## config.mk

```make
export PLATFORM = sky130hd
export DESIGN_NAME = post_sequencer
export DESIGN_NICKNAME = d
export VERILOG_FILES = /design/src/rtl/post_sequencer.sv
export SDC_FILE = /design/constraint.sdc
export NUM_CORES = 1
export LEC_CHECK = 0
export BUFFER_PORTS_ARGS = -buffer_cell sky130_fd_sc_hd__buf_2
export CELL_PAD_IN_SITES_DETAIL_PLACEMENT = 2
export CELL_PAD_IN_SITES_GLOBAL_PLACEMENT = 2
export CORE_ASPECT_RATIO = 2
export CORE_MARGIN = 2
export CORE_UTILIZATION = 30
export DETAILED_ROUTE_END_ITERATION = 10
export GPL_TIMING_DRIVEN = 0
export PLACE_DENSITY = 0.88
export SLEW_MARGIN = 5
export SYNTH_ARGS = -nofsm -noshare
export SYNTH_HDL_FRONTEND = slang
export SYNTH_SLANG_ARGS = --single-unit
```

## constraint.sdc

```tcl
create_clock -name clk_i -period 3.27 [get_ports clk_i]
set_clock_uncertainty 0.2 [all_clocks]
set_input_delay 0.654 -clock clk_i [delete_from_list [all_inputs] [get_ports clk_i]]
set_output_delay 0.654 -clock clk_i [all_outputs]
set_load 0.01 [all_outputs]
```

## src/rtl/post_sequencer.sv

```systemverilog
module post_sequencer #(
  parameter int TIMEOUT      = 100000,
  parameter int GREEN_CYCLES = 16,
  localparam int TW = $clog2((TIMEOUT > GREEN_CYCLES ? TIMEOUT : GREEN_CYCLES) + 1) + 1
) (
  input  logic        clk_i,
  input  logic        rst_ni,
  input  logic        go_i,
  input  logic [2:0]  cause_i,
  input  logic        pc_io_i,
  input  logic [7:0]  cfg_i,
  output logic [3:0]  test_start_o,
  input  logic [3:0]  test_done_i,
  input  logic [5:0]  quick_flt_i,
  input  logic        long_fail_i,
  input  logic        vid_fail_i,
  input  logic        snd_fail_i,
  input  logic        probe_found_i,
  output logic [2:0]  colour_o,
  output logic [31:0] result_o,
  output logic        done_o,
  output logic        pass_o,
  output logic        launch_o
);

  typedef enum logic [2:0] {
    S_IDLE, S_QUICK, S_LONG, S_TIMING, S_PROBE, S_GREEN, S_RUN, S_FAIL
  } state_t;

  localparam logic [2:0] C_BLACK  = 3'b000;
  localparam logic [2:0] C_PURPLE = 3'b001;
  localparam logic [2:0] C_BLUE   = 3'b010;
  localparam logic [2:0] C_RED    = 3'b011;
  localparam logic [2:0] C_GREEN  = 3'b100;

  state_t      state_q, state_d;
  logic [31:0] res_q, res_d, add;
  logic [TW-1:0] tmr_q;
  logic [3:0]  start_q, start_d;
  logic        launch_q, dis_q, fin, tmo, flt_n;

  assign tmo = (tmr_q == TW'(TIMEOUT - 1));

  always_comb begin
    add = '0;
    fin = 1'b0;
    case (state_q)
      S_QUICK:
        if (test_done_i[0]) begin
          fin = 1'b1;
          add[12:9]  = quick_flt_i[3:0];
          add[17:16] = quick_flt_i[5:4];
        end else if (tmo) begin
          fin = 1'b1;
          add[12] = 1'b1;
        end
      S_LONG:
        if (test_done_i[1]) begin
          fin = 1'b1;
          add[18] = long_fail_i;
        end else if (tmo) begin
          fin = 1'b1;
          add[18] = 1'b1;
        end
      S_TIMING:
        if (test_done_i[2]) begin
          fin = 1'b1;
          add[14] = vid_fail_i;
          add[15] = snd_fail_i;
        end else if (tmo) begin
          fin = 1'b1;
          add[15:14] = 2'b11;
        end
      S_PROBE:
        if (test_done_i[3]) begin
          fin = 1'b1;
          add[4] = probe_found_i;
        end else if (tmo) begin
          fin = 1'b1;
          add[8] = 1'b1;
        end
      default: ;
    endcase
  end

  assign flt_n = |(res_q[31:8] | add[31:8]);

  always_comb begin
    state_d = state_q;
    start_d = '0;
    res_d   = res_q | add;
    case (state_q)
      S_IDLE:
        if (go_i) begin
          state_d = S_QUICK;
          start_d = 4'b0001;
          res_d   = {25'd0, pc_io_i, cfg_i[7], 2'b00, cause_i};
        end
      S_QUICK:
        if (fin) begin
          if (flt_n) state_d = S_FAIL;
          else if (dis_q) begin
            state_d = S_PROBE;
            start_d = 4'b1000;
          end else begin
            state_d  = S_LONG;
            start_d  = 4'b0010;
            res_d[3] = 1'b1;
          end
        end
      S_LONG:
        if (fin) begin
          state_d = S_TIMING;
          start_d = 4'b0100;
        end
      S_TIMING:
        if (fin) begin
          if (flt_n) state_d = S_FAIL;
          else begin
            state_d = S_PROBE;
            start_d = 4'b1000;
          end
        end
      S_PROBE:
        if (fin) state_d = flt_n ? S_FAIL : S_GREEN;
      S_GREEN:
        if (tmr_q == TW'(GREEN_CYCLES - 1)) state_d = S_RUN;
      default: ;
    endcase
  end

  always_ff @(posedge clk_i or negedge rst_ni) begin
    if (!rst_ni) begin
      state_q  <= S_IDLE;
      res_q    <= '0;
      tmr_q    <= '0;
      start_q  <= '0;
      launch_q <= 1'b0;
      dis_q    <= 1'b0;
    end else begin
      state_q  <= state_d;
      res_q    <= res_d;
      start_q  <= start_d;
      launch_q <= (state_q == S_GREEN) && (state_d == S_RUN);
      tmr_q    <= (state_d != state_q) ? '0 : tmr_q + 1'b1;
      if (state_q == S_IDLE && go_i) dis_q <= cfg_i[7];
    end
  end

  always_comb begin
    case (state_q)
      S_QUICK, S_PROBE: colour_o = C_PURPLE;
      S_LONG, S_TIMING: colour_o = C_BLUE;
      S_GREEN:          colour_o = C_GREEN;
      S_FAIL:           colour_o = C_RED;
      default:          colour_o = C_BLACK;
    endcase
  end

  assign test_start_o = start_q;
  assign result_o     = res_q;
  assign done_o       = (state_q == S_RUN) || (state_q == S_FAIL);
  assign pass_o       = (state_q == S_RUN);
  assign launch_o     = launch_q;

  AST_START_ONEHOT: assert property (@(posedge clk_i) disable iff (!rst_ni)
    $onehot0(test_start_o));
  AST_START_PULSE: assert property (@(posedge clk_i) disable iff (!rst_ni)
    (|test_start_o) |=> (test_start_o != $past(test_start_o)));
  AST_LONG_BLUE: assert property (@(posedge clk_i) disable iff (!rst_ni)
    test_start_o[1] |-> (colour_o == C_BLUE && result_o[3]));
  AST_PROBE_CLEAN: assert property (@(posedge clk_i) disable iff (!rst_ni)
    test_start_o[3] |-> (result_o[31:8] == '0));
  AST_DISABLE_SKIPS: assert property (@(posedge clk_i) disable iff (!rst_ni)
    (test_start_o[1] || test_start_o[2]) |-> !result_o[5]);
  AST_FAIL_RED: assert property (@(posedge clk_i) disable iff (!rst_ni)
    (done_o && !pass_o) |-> (colour_o == C_RED && result_o[31:8] != '0));
  AST_RESULT_HOLD: assert property (@(posedge clk_i) disable iff (!rst_ni)
    done_o |=> ($stable(result_o) && done_o));
  AST_LAUNCH_ONCE: assert property (@(posedge clk_i) disable iff (!rst_ni)
    launch_o |-> (pass_o && colour_o == C_BLACK) ##1 !launch_o);

endmodule

```

After elaboration in Yosys (flattened, before gate mapping)
Index checks and enable logic that the tools add are counted.

word-level totals
  ROM bits = 0
  output and inout port bits = 42
  input bits = 29
  bits in latches = 0
  RAM bits = 0
  register bits after elaboration = 59
  memories kept = 0

operators by class
  mux-type cells = 48
  eq/ne operators = 11
  $lt $le $gt $ge = 0
  div/mod/pow operators = 0
  add/subtract/negate cells = 1
  multiply operators = 0
  bitwise gates (word level) = 2
  shift operators = 0
  reductions and logical operators = 7

operator list
  cell                                                               number
  3-bit two-way mux                                                  11
  32-bit two-way mux                                                 1
  32-bit by 19-bit bitwise OR with 32-bit output                     1
  28-bit two-way mux                                                 1
  4-bit two-way mux                                                  6
  24-bit by 11-bit bitwise OR with 24-bit output                     1
  24-bit OR reduction                                                1
  18-bit by 1-bit adder with 18-bit output, second input constant    1
  18-bit by 17-bit == test with 1-bit output, second input constant  1
  18-bit by 4-bit == test with 1-bit output, second input constant   1
  18-bit two-way mux                                                 1
  3-bit one-hot mux with 6 select lines                              1
  1-bit two-way mux                                                  16
  4-bit one-hot mux with 4 select lines                              1
  3-bit == test, second input constant                               5
  2-bit two-way mux                                                  7
  3-bit one-hot mux with 4 select lines                              1
  3-bit by 2-bit == test with 1-bit output, second input constant    2
  1-bit one-hot mux with 4 select lines                              1
  2-bit OR reduction                                                 2
  3-bit by 1-bit == test with 1-bit output, second input constant    1
  3-bit logical NOT                                                  1
  3-bit != test                                                      1
  1-bit logical AND                                                  2
  2 further kinds                                                    2

Logic depth before layout (Yosys ltp)
Gate-level depths: netlist of run 1.

  depth after elaboration = 11
  gate-level depth with buffers = 9
  depth with buffers taken out = 7

Worst setup path before layout of run 1
No wires, ideal clock.

  path type = input -> register
  start = in quick_flt_i[1]
  end = reg state_q[2]
  path slack = 840 ps
  stages on the path = 6
  data arrival time = 2104 ps
  setup time = 126 ps
  buffers on the path = 0
  cells stage by stage = or4_1 -> o21ai_0 -> and3_1 -> or3b_1 -> o311ai_1 -> nand2_1

between the ends
  longest elaborated chain between the ends = 7

RTL lines
  item                                            RTL line  RTL
  start: declaration                              14        input logic [5:0] quick_flt_i,
  3-bit two-way mux                               49        if (test_done_i[0]) begin
  4-bit two-way mux                               47        case (state_q)
  24-bit by 11-bit bitwise OR with 24-bit output  86        assign flt_n = |(res_q[31:8] | add[31:8]);
  24-bit OR reduction                             86
  3-bit two-way mux                               101       if (flt_n) state_d = S_FAIL;
  3-bit two-way mux                               100       if (fin) begin
  3-bit one-hot mux with 6 select lines           92        case (state_q)
  net state_d[2]                                  36        state_t state_q, state_d;
  end signal: assignment                          141       state_q <= state_d;
  end: declaration                                36

The timed path passes the listed nets, and every way through them passes these cells.
A chain may end at the register's enable or synchronous reset.

Worst setup path in the final report of run 1
  start = reg state_q[1]
  end = out colour_o[0]

between the ends
  longest elaborated chain between the ends = 3

RTL lines
  item                                                                    RTL line  RTL
  3-bit by 2-bit == test with 1-bit output, or another cell as far along  151       case (state_q)
  2-bit OR reduction                                                      151
  3-bit one-hot mux with 4 select lines (*)                               151
  end: declaration                                                        19        output logic [2:0] colour_o,

Mark *: on every way between the ends. The rest lies on a longest branch, timed or not.

==> impl_metrics.tcl, run 1 <==
set metrics [dict create \
    status "finished, final reports clean" \
    whs_ps 285 \
    fmax_ghz 0.338 \
    drive_above_1_share 0.262 \
    cpMostUsedCell "clkbuf_1" \
    syn_avg_cell_area_um2 9.33 \
    cts_resized 0 \
    hold_viol 0 \
    clockRootBuffer "clkbuf_16" \
    tns_ps 0 \
    start_util 0.312 \
    async_flop_share 1.00 \
    grt-ovfl-total 0 \
    cts_max_level 2 \
    synth_top_area_cell "dfrtp_1" \
    post-dp-hpwl_um 5870 \
    io_pins 71 \
    fin_ws_ps 310 \
    ant_nets 0 \
    coreArea_um2 7600 \
    wl_per_cell_um 17.9 \
    p_per_area_nw_per_um2 660 \
    firstDrtPassIters 4 \
    syn-cell-area_um2 2370 \
    start_kind "flop" \
    synth_edf_count 0 \
    yosysTopAreaCellShare 0.465 \
    critical_path.max_stage_delay_ps 470 \
    yosysWarnings 0 \
    grt_util_all_layers 0.186 \
    maxCapViolCount 0 \
    place_area_um2 2780 \
    ys_seq_elements 44 \
    gp_congestion 0.805 \
    vias 2161 \
    cp_max_fo 10 \
    synth.distinct_cells 46 \
    grt_pass1_vias 2335 \
    setup_viol 0 \
    wl_um 7470 \
    drt_iter0_markers 45 \
    fp.dieH_um 130 \
    clkLatencyLatePin_ps 300 \
    maxSlewViolCount 0 \
    min_period_ps 2960 \
    hold_path.class "flop to flop" \
    pre_cts_ws_ps 277 \
    layout_common_cells "52 x buf_2, 44 x nor2_1, 44 x dfrtp_1" \
    rows 45 \
    worstPathRequired_ps 2420 \
    ctsHoldBuffers 0 \
    rsz0062_at_grt "false" \
    p_leak_nw 1.45 \
    crit_path_cell_trace "clkbuf_1 > clkbuf_1 > nor3_1 > a21oi_1 > buf_2" \
    fillerInstances 895 \
    cp_slowest_cell "clkbuf_1" \
    cts_tree "built" \
    clock_sinks 44 \
    cp-end-kind "output port" \
    post_cts_buffers 0 \
    grt_pass1_wl_um 11700 \
    cp.arrival_ps 2110 \
    fin_crit_sh 0.905 \
    cts.path.max_buffers 2 \
    path_clk_slew_ps 60 \
    syn2layout_area_growth_pct 24.2 \
    die_area_um2 8670 \
    die_w_um 66.8 \
    max_slew_margin 0.303 \
    grt_max_degree 45 \
    yosysSeqAreaShare 0.465 \
    vdd_ir_drop_max_mv 0.305 \
    cts_buffers 5 \
    dominantRegCellSynth "dfrtp_1" \
    syn_inst 254 \
    portBuffers 48 \
    final_cell_area_um2 2940 \
    worst_slew_pin_slew_ps 1040 \
    drc 0 \
    viasPerCell 5.17 \
    antenna_found_initial 0 \
    diodes 0 \
    synthTopCellsByArea "dfrtp_1 46%, nor2_1 7.0%, buf_4 4.8%" \
    mostFrequentLayoutCell "buf_2" \
    crit_type "flop to output port" \
    layout.nets 353 \
    fin_util 0.387 \
]
metal layers:
| metal | global-route usage | up-vias | part of all wire |
|---|---|---|---|
| met5 | 0 | - | 0 |
| met4 | 0.107 | 0 | 0.042 |
| met3 | 0.0302 | 21 | 0.040 |
| met2 | 0.388 | 69 | 0.61 |
| met1 | 0.149 | 1087 | 0.30 |
| li1 | - | 984 | - |
through the flow:
step                      cells  power, mW
after floorplan             268       1.15
after global placement      410       1.35
after global routing        418       2.07
after detailed placement    410       1.38
after CTS                   418       1.97
final                       418       1.94
cell families after synthesis:
logic type	Yosys count	synth area share
adder cells (fa/ha/maj)	1	0.00528
buffers and inverters	32	0.0797
other	1	0.00158
AND/OR/NAND/NOR	114	0.244
AO/OA/AOI/OAI	40	0.118
multiplexers	6	0.0275
flip-flops	44	0.465
XOR/XNOR	16	0.0591
worst max-delay path, delay by kind of cell (launching register included):
| family | cells | cell delay, ps |
|---|---|---|
| compound gates | 1 | 170 |
| flops | 1 | 420 |
| buf+inv | 3 | 1040 |
| simple gates | 1 | 170 |
layout make-up:
type	instances	area, um^2	share of cell area
Buffer	24	159	0.0540
Clock inverter	2	35.0	0.0119
Multi-Input combinational cell	192	1130	0.385
Timing Repair Buffer	48	240	0.0816
Clock buffer	6	129	0.0438
Inverter	8	30.0	0.0102
Tap cell	94	118	0.0399
Sequential cell	44	1100	0.374
power by group:
group	leakage [nW]	internal (mW)	switching, mW
sequential	0.573	0.639	0.115
clock	0.0808	0.360	0.217
combinational	0.799	0.231	0.382
final timing paths:
| kind | start | endpoint | slack (ps) | depth (start not counted) |
|---|---|---|---|---|
| max | state_q[1]$_DFF_PN0_ | colour_o[0] | 310 | 5 |
| min | tmr_q[0]$_DFF_PN0_ | tmr_q[0]$_DFF_PN0_ | 280 | 1 |
| max reg2reg | state_q[1]$_DFF_PN0_ | result_o[14]$_DFF_PN0_ | 370 | 5 |
| min reg2reg | tmr_q[0]$_DFF_PN0_ | tmr_q[0]$_DFF_PN0_ | 280 | 1 |
| max in group asynchronous | rst_ni | tmr_q[15]$_DFF_PN0_ | 1880 | 1 |
| min in group asynchronous | rst_ni | result_o[4]$_DFF_PN0_ | 330 | 1 |
synth_stat cells (all sizes together) (5+ instances only):
cell and n:
o21ai 10, nand2 20, xnor2 8, xor2 8, buf 20, nor4 5
nor2 44, a21oi 14, nand3 9, inv 8, nor3 8, dfrtp 44
flip-flops by register name (all words and copies together), names as in the netlist:
signal and cells:
dis_q 1, launch_o 1, result_o 17, test_start_o 4, state_q 3, tmr_q 18
Note: power is estimated with default switching activity, not from simulation.
==> run 2, diff against run 1 <==
--- a/config.mk
+++ b/config.mk
@@ -5,12 +5,13 @@
 export SDC_FILE = /design/constraint.sdc
 export NUM_CORES = 1
 export LEC_CHECK = 0
+export ABC_AREA = 1
 export BUFFER_PORTS_ARGS = -buffer_cell sky130_fd_sc_hd__buf_2
 export CELL_PAD_IN_SITES_DETAIL_PLACEMENT = 2
 export CELL_PAD_IN_SITES_GLOBAL_PLACEMENT = 2
 export CORE_ASPECT_RATIO = 2
 export CORE_MARGIN = 2
-export CORE_UTILIZATION = 30
+export CORE_UTILIZATION = 29
 export DETAILED_ROUTE_END_ITERATION = 10
 export GPL_TIMING_DRIVEN = 0
 export PLACE_DENSITY = 0.88
==> run 2 against run 1 <==
Wire length is 0.50% lower. Highest routed layer unchanged. Clock power is 3.5% lower. Power is 40% lower. Synthesized cell count is 25% higher. Core utilization is 2.6 points lower. Critical path depth is 9 higher. Clock-buffer cell count is 1 lower. Register-to-register slack better by 230 ps. First-iteration DRC count is 22% lower. Sequential power is 27% lower. Synthesized area is 5.9% higher.
==> impl_metrics.tcl, run 2 <==
set metrics [dict create \
    status "finished, final reports clean" \
    setup_viol 0 \
    cts_max_level 2 \
    min_period_ps 2670 \
    mostFrequentLayoutCell "nand2_1" \
    intPower_mw 0.926 \
    largest-register "tmr_q" \
    fmax_ghz 0.374 \
    antenna_found_initial 0 \
    p_per_area_nw_per_um2 380 \
    yosysSeqAreaShare 0.439 \
    hold_viol 0 \
    maxCapViolCount 0 \
    clock_sinks 44 \
    grt_util_all_layers 0.168 \
    worst_slew_pin_slew_ps 1040 \
    async_flop_share 1.00 \
    synth_edf_count 0 \
    grt_pass1_wl_um 12200 \
    fp.dieH_um 136 \
    die_w_um 69.8 \
    ctsHoldBuffers 0 \
    syn_avg_cell_area_um2 7.91 \
    post_cts_buffers 0 \
    syn_inst 317 \
    crit_type "flop to flop" \
    wl_um 7440 \
    grt.met3_usage 0.0246 \
    multi_input_area_um2 1160 \
    grt_max_degree 45 \
    io_pins 71 \
    ant_nets 0 \
    cts_buffers 5 \
    cts_tree "built" \
    start_kind "flop" \
    vias 2231 \
    viasPerCell 4.60 \
    diodes 0 \
    maxSlewViolCount 0 \
    wl_per_cell_um 15.3 \
    firstDrtPassIters 3 \
    post-dp-hpwl_um 6100 \
    yosysWarnings 0 \
    cp_max_fo 3 \
    die_area_um2 9460 \
    combPwrFrac 0.056 \
    p_leak_nw 1.62 \
    busiest_layer "met2" \
    grt-ovfl-total 0 \
    fin_util 0.361 \
    grt_pass1_vias 2453 \
    swShare 0.210 \
    synth_top_area_cell "dfrtp_1" \
    synth.distinct_cells 31 \
    rsz0062_at_grt "false" \
    synthTopCellsByArea "dfrtp_1 44%, nand2_1 11%, nor2_1 8.8%" \
    p_seq_frac 0.469 \
    clkLatencyLatePin_ps 290 \
    cts.path.max_buffers 2 \
    max_slew_margin 0.310 \
    coreArea_um2 8530 \
    dominantRegCellSynth "dfrtp_1" \
    gp_congestion 0.831 \
    rows 48 \
    drt_iter0_markers 35 \
    met1_usage 0.166 \
    vdd_ir_drop_max_mv 0.250 \
    largest_reg_flops 18 \
    yosysMostFrequentCell "nand2_1" \
    cp.arrival_ps 2640 \
    fin_crit_sh 0.818 \
    layout_common_cells "72 x nand2_1, 59 x nor2_1, 48 x buf_2" \
    layout.nets 416 \
    grtUsageMet2 0.343 \
    start_util 0.294 \
    switchingPower_mw 0.246 \
    tns_ps 0 \
    worstPathRequired_ps 3240 \
    path_clk_slew_ps 60 \
    yosysTopAreaCellShare 0.439 \
    syn2layout_area_growth_pct 22.8 \
    clockRootBuffer "clkbuf_16" \
    synth_commonest_cells "72 x nand2_1, 59 x nor2_1, 44 x dfrtp_1" \
    ys_seq_elements 44 \
    hold_path.class "flop to flop" \
    portBuffers 48 \
    p_clk_frac 0.475 \
    r2r_slack_ps 600 \
    drc 0 \
    seq_area_um2 1100 \
    cts_resized 0 \
    cp-end-kind "flop" \
    syn-cell-area_um2 2510 \
    drive_above_1_share 0.278 \
    fillerInstances 1024 \
]
[run 2: cell count changes after synthesis, moves of 7 or more]
cell / before / now
nand2_2: 0 / 7
nand3_1: 8 / 17
nor2_4: 0 / 11
a21oi_1: 14 / 5
inv_1: 8 / 34
nor2_1: 44 / 59
nand2_1: 20 / 72
[run 2: metrics by stage]
stage          instance area [um^2]  cells  power [mW]  setup slack (ps)  hold slack, ps
6_report                       3080    485        1.17               596             268
5_1_grt                        3080    485        1.21               257             292
4_1_cts                        3080    485        1.19               528             268
3_5_place_dp                   2930    479       0.626               529             260
3_3_place_gp                   2930    479       0.624               606             245
2_1_floorplan                  2560    331       0.591              1080             158
[run 2: cells by family (layout without fill, tap and decap cells)]
family	after synthesis	in the layout	synth area share
flip-flops	44	44	0.439
buffers and inverters	59	113	0.120
other	1	15	0.00149
XOR/XNOR	11	11	0.0384
AO/OA/AOI/OAI	12	12	0.0279
AND/OR/NAND/NOR	189	189	0.369
adder cells (fa/ha/maj)	1	1	0.00499
[run 2: worst paths after layout]
check                           depth (start not counted)          startpoint                         to
max in group asynchronous                               1              rst_ni    result_o[0]$_DFFE_PN0P_
worst max-delay path                                   14  tmr_q[0]$_DFF_PN0_        tmr_q[16]$_DFF_PN0_
worst max register to register                         14  tmr_q[0]$_DFF_PN0_        tmr_q[16]$_DFF_PN0_
min in group asynchronous                               1              rst_ni  test_start_o[3]$_DFF_PN0_
worst min register to register                          1  tmr_q[0]$_DFF_PN0_         tmr_q[0]$_DFF_PN0_
worst min-delay path                                    1  tmr_q[0]$_DFF_PN0_         tmr_q[0]$_DFF_PN0_
[run 2: critical path, stage by stage, from the launching register on]
cell	delay (ps)
dfrtp_1	370
ha_1	230
nand3_1	140
nor2_1	180
inv_1	100
nor2_1	130
nand2_1	90
inv_1	60
nand4_1	130
nor2_1	140
nand2_1	80
nor2_1	190
nand3_1	130
xor2_1	300
nor2_4	60
[run 2: area by class of cell]
type	instances	share of cell area
multi-input cells	228	0.376
flip-flops and latches	44	0.357
repair buffers	48	0.0780
inverters	41	0.0508
plain buffers	18	0.0467
clock buffers	5	0.0406
well taps	100	0.0406
clock inverters	1	0.00974
[run 2: power by group through the flow]
| stage | Sequential, mW | Combinational [mW] | Clock (mW) |
|---|---|---|---|
| after floorplan | 0.561 | 0.0303 | 0 |
| after global placement | 0.559 | 0.0645 | 0 |
| after detailed placement | 0.559 | 0.0665 | 0 |
| after CTS | 0.549 | 0.0667 | 0.573 |
| after global routing | 0.549 | 0.0737 | 0.592 |
| final | 0.549 | 0.0655 | 0.557 |
[run 2: metal layers]
layer  part of all wire  wire length (um)  up-vias
li1                   -                 -     1077
met1               0.35              2570     1109
met2               0.61              4530       38
met3              0.028               208        7
met4              0.017               123        0
met5                  0                 0        -
==> run 3, diff against run 2 <==
==> constraint.sdc (replaced) <==
create_clock -name clk_i -period 2.64 [get_ports clk_i]
set_clock_uncertainty 0.2 [all_clocks]
set_input_delay 0.528 -clock clk_i [delete_from_list [all_inputs] [get_ports clk_i]]
set_output_delay 0.528 -clock clk_i [all_outputs]
set_load 0.01 [all_outputs]
==> run 3 against run 2 <==
Clock-buffer cell count did not move. Via count rose by 1.4%. Worst hold slack got worse by 58 ps. Flip-flop and latch count did not move. Critical path type unchanged. Largest power group unchanged. Combinational power rose by 25%. Highest routed layer unchanged. Die area did not move. Critical path depth rose by 2.
==> impl_metrics.tcl, run 3 (synthesis results as in run 2) <==
set metrics [dict create \
    worstReg2RegStart "state_q[0]$_DFF_PN0_" \
    grt_pass1_vias 2482 \
    p_per_area_nw_per_um2 455 \
    path_clk_slew_ps 60 \
    portBuffers 48 \
    largest_reg_flops 18 \
    io_pins 71 \
    setup_viol 0 \
    worstPathRequired_ps 2610 \
    worst-path-buf-inv 5 \
    drc 0 \
    coreArea_um2 8530 \
    start_kind "flop" \
    reg2reg_to "tmr_q[15]$_DFF_PN0_" \
    hold_path.class "input pin to asynchronous set/reset pin" \
    diodes 0 \
    cp.arrival_ps 2420 \
    cts_buffers 5 \
    power_mw 1.46 \
    critical_path.max_stage_delay_ps 360 \
    wl_um 8160 \
    busiest_layer "met2" \
    met1_usage 0.169 \
    cts_max_level 2 \
    r2r_slack_ps 180 \
    cts_tree "built" \
    crit_path_cell_trace "buf_4 > inv_4 > nand3_4 > inv_2 > nand2_1 > nand2_1 > inv_1 > nand4_2 > nand2_2 > nor2_1 > a211oi_2 > nand2_1 > nand2_2 > nand3_4 > buf_12 > nor2_4" \
    viasPerCell 4.62 \
    p_clk_frac 0.476 \
    cp_max_fo 10 \
    grt-ovfl-total 0 \
    maxCapViolCount 0 \
    cp_slowest_cell "dfrtp_1" \
    intPower_mw 1.15 \
    p_leak_nw 1.65 \
    vdd_ir_drop_max_mv 0.307 \
    largest-register "tmr_q" \
    clock_sinks 44 \
    crit_family "simple AND/OR/NAND/NOR gates" \
    worst_slew_pin_slew_ps 1060 \
    min_period_ps 2460 \
    fmax_ghz 0.407 \
    drive_above_1_share 0.321 \
    start_util 0.294 \
    layout_common_cells "72 x nand2_1, 53 x nor2_1, 48 x buf_2" \
    grt.met3_usage 0.0246 \
    antenna_found_initial 0 \
    layout.nets 421 \
    combPwrFrac 0.056 \
    maxSlewViolCount 0 \
    grtUsageMet2 0.349 \
    cp-end-kind "flop" \
    grt_util_all_layers 0.171 \
    fp.dieH_um 136 \
    cpMostUsedCell "nand2_1" \
    rows 48 \
    ant_nets 0 \
    firstDrtPassIters 3 \
    die_w_um 69.8 \
    clockRootBuffer "clkbuf_16" \
    fin_ws_ps 182 \
    gp_congestion 0.831 \
    hold_viol 0 \
    max_slew_margin 0.294 \
    status "finished, final reports clean" \
    clkLatencyLatePin_ps 290 \
    grt_max_degree 45 \
    p_seq_frac 0.467 \
    fin_util 0.375 \
    switchingPower_mw 0.308 \
    drt_iter0_markers 37 \
    r2r_cells 16 \
    vias 2262 \
    cts.path.max_buffers 2 \
    mostFrequentLayoutCell "nand2_1" \
    post-dp-hpwl_um 6100 \
    syn2layout_area_growth_pct 27.5 \
    die_area_um2 9460 \
    grt_pass1_wl_um 12400 \
    wl_per_cell_um 16.7 \
    pre_cts_ws_ps -41.0 \
    swShare 0.211 \
    fin_crit_sh 0.931 \
    crit_type "flop to flop" \
]
run 3: changes by cell type in the layout (fill, tap and decap cells not counted), moves of 2 or more:
cell,change
nor2_2,+3
nand3_1,-3
nand3_2,+2
buf_4,+4
nor2_1,-6
nor2_4,+3
dfrtp_1,-2
dfrtp_2,+2
run 3: routing by layer:
layer,vias to the layer above,part of all wire
li1,1082,-
met4,0,0.016
met3,7,0.026
met5,-,0
met2,40,0.61
met1,1133,0.35
run 3: power by group through the flow:
stage / sequential (mW) / clock [mW] / combinational [mW]
finish: 0.680 / 0.693 / 0.0821
global placement: 0.693 / 0 / 0.0799
global route: 0.680 / 0.734 / 0.0922
floorplan: 0.695 / 0 / 0.0375
detailed placement: 0.693 / 0 / 0.0823
CTS: 0.680 / 0.709 / 0.0826
run 3: metrics by stage:
step	area [um^2]	hold WS (ps)	cells	setup TNS (ps)
2_1_floorplan	2560	32.4	331	0
3_3_place_gp	2930	245	479	0
3_5_place_dp	2930	260	479	-321
4_1_cts	3110	232	485	0
5_1_grt	3200	256	490	-211
6_report	3200	210	490	0
run 3: worst max path at each step:
stage,from,end,depth (start not counted)
6_report,state_q[0]$_DFF_PN0_,tmr_q[15]$_DFF_PN0_,16
5_1_grt,tmr_q[2]$_DFF_PN0_,tmr_q[17]$_DFF_PN0_,12
4_1_cts,state_q[1]$_DFF_PN0_,tmr_q[16]$_DFF_PN0_,15
3_5_place_dp,state_q[2]$_DFF_PN0_,tmr_q[7]$_DFF_PN0_,16
3_3_place_gp,tmr_q[0]$_DFF_PN0_,tmr_q[10]$_DFF_PN0_,15
2_1_floorplan,tmr_q[0]$_DFF_PN0_,tmr_q[10]$_DFF_PN0_,15
run 3: cell type report:
class	instances	area (um^2)
fill	1017	5330
multi-input combinational	228	1220
sequential	44	1100
timing repair buffer	53	290
inverter	41	159
buffer	18	144
clock buffer	5	125
tap	100	125
clock inverter	1	30.0
run 3: repair_timing:
| action | in CTS | in global routing |
|---|---|---|
| gates resized for setup | 7 | 11 |
| hold buffers | 0 | 0 |
| endpoints found under the setup margin | 10 | 18 |
| pin swaps | 2 | 2 |
| buffers inserted | 0 | 5 |
| cloned | 0 | 0 |
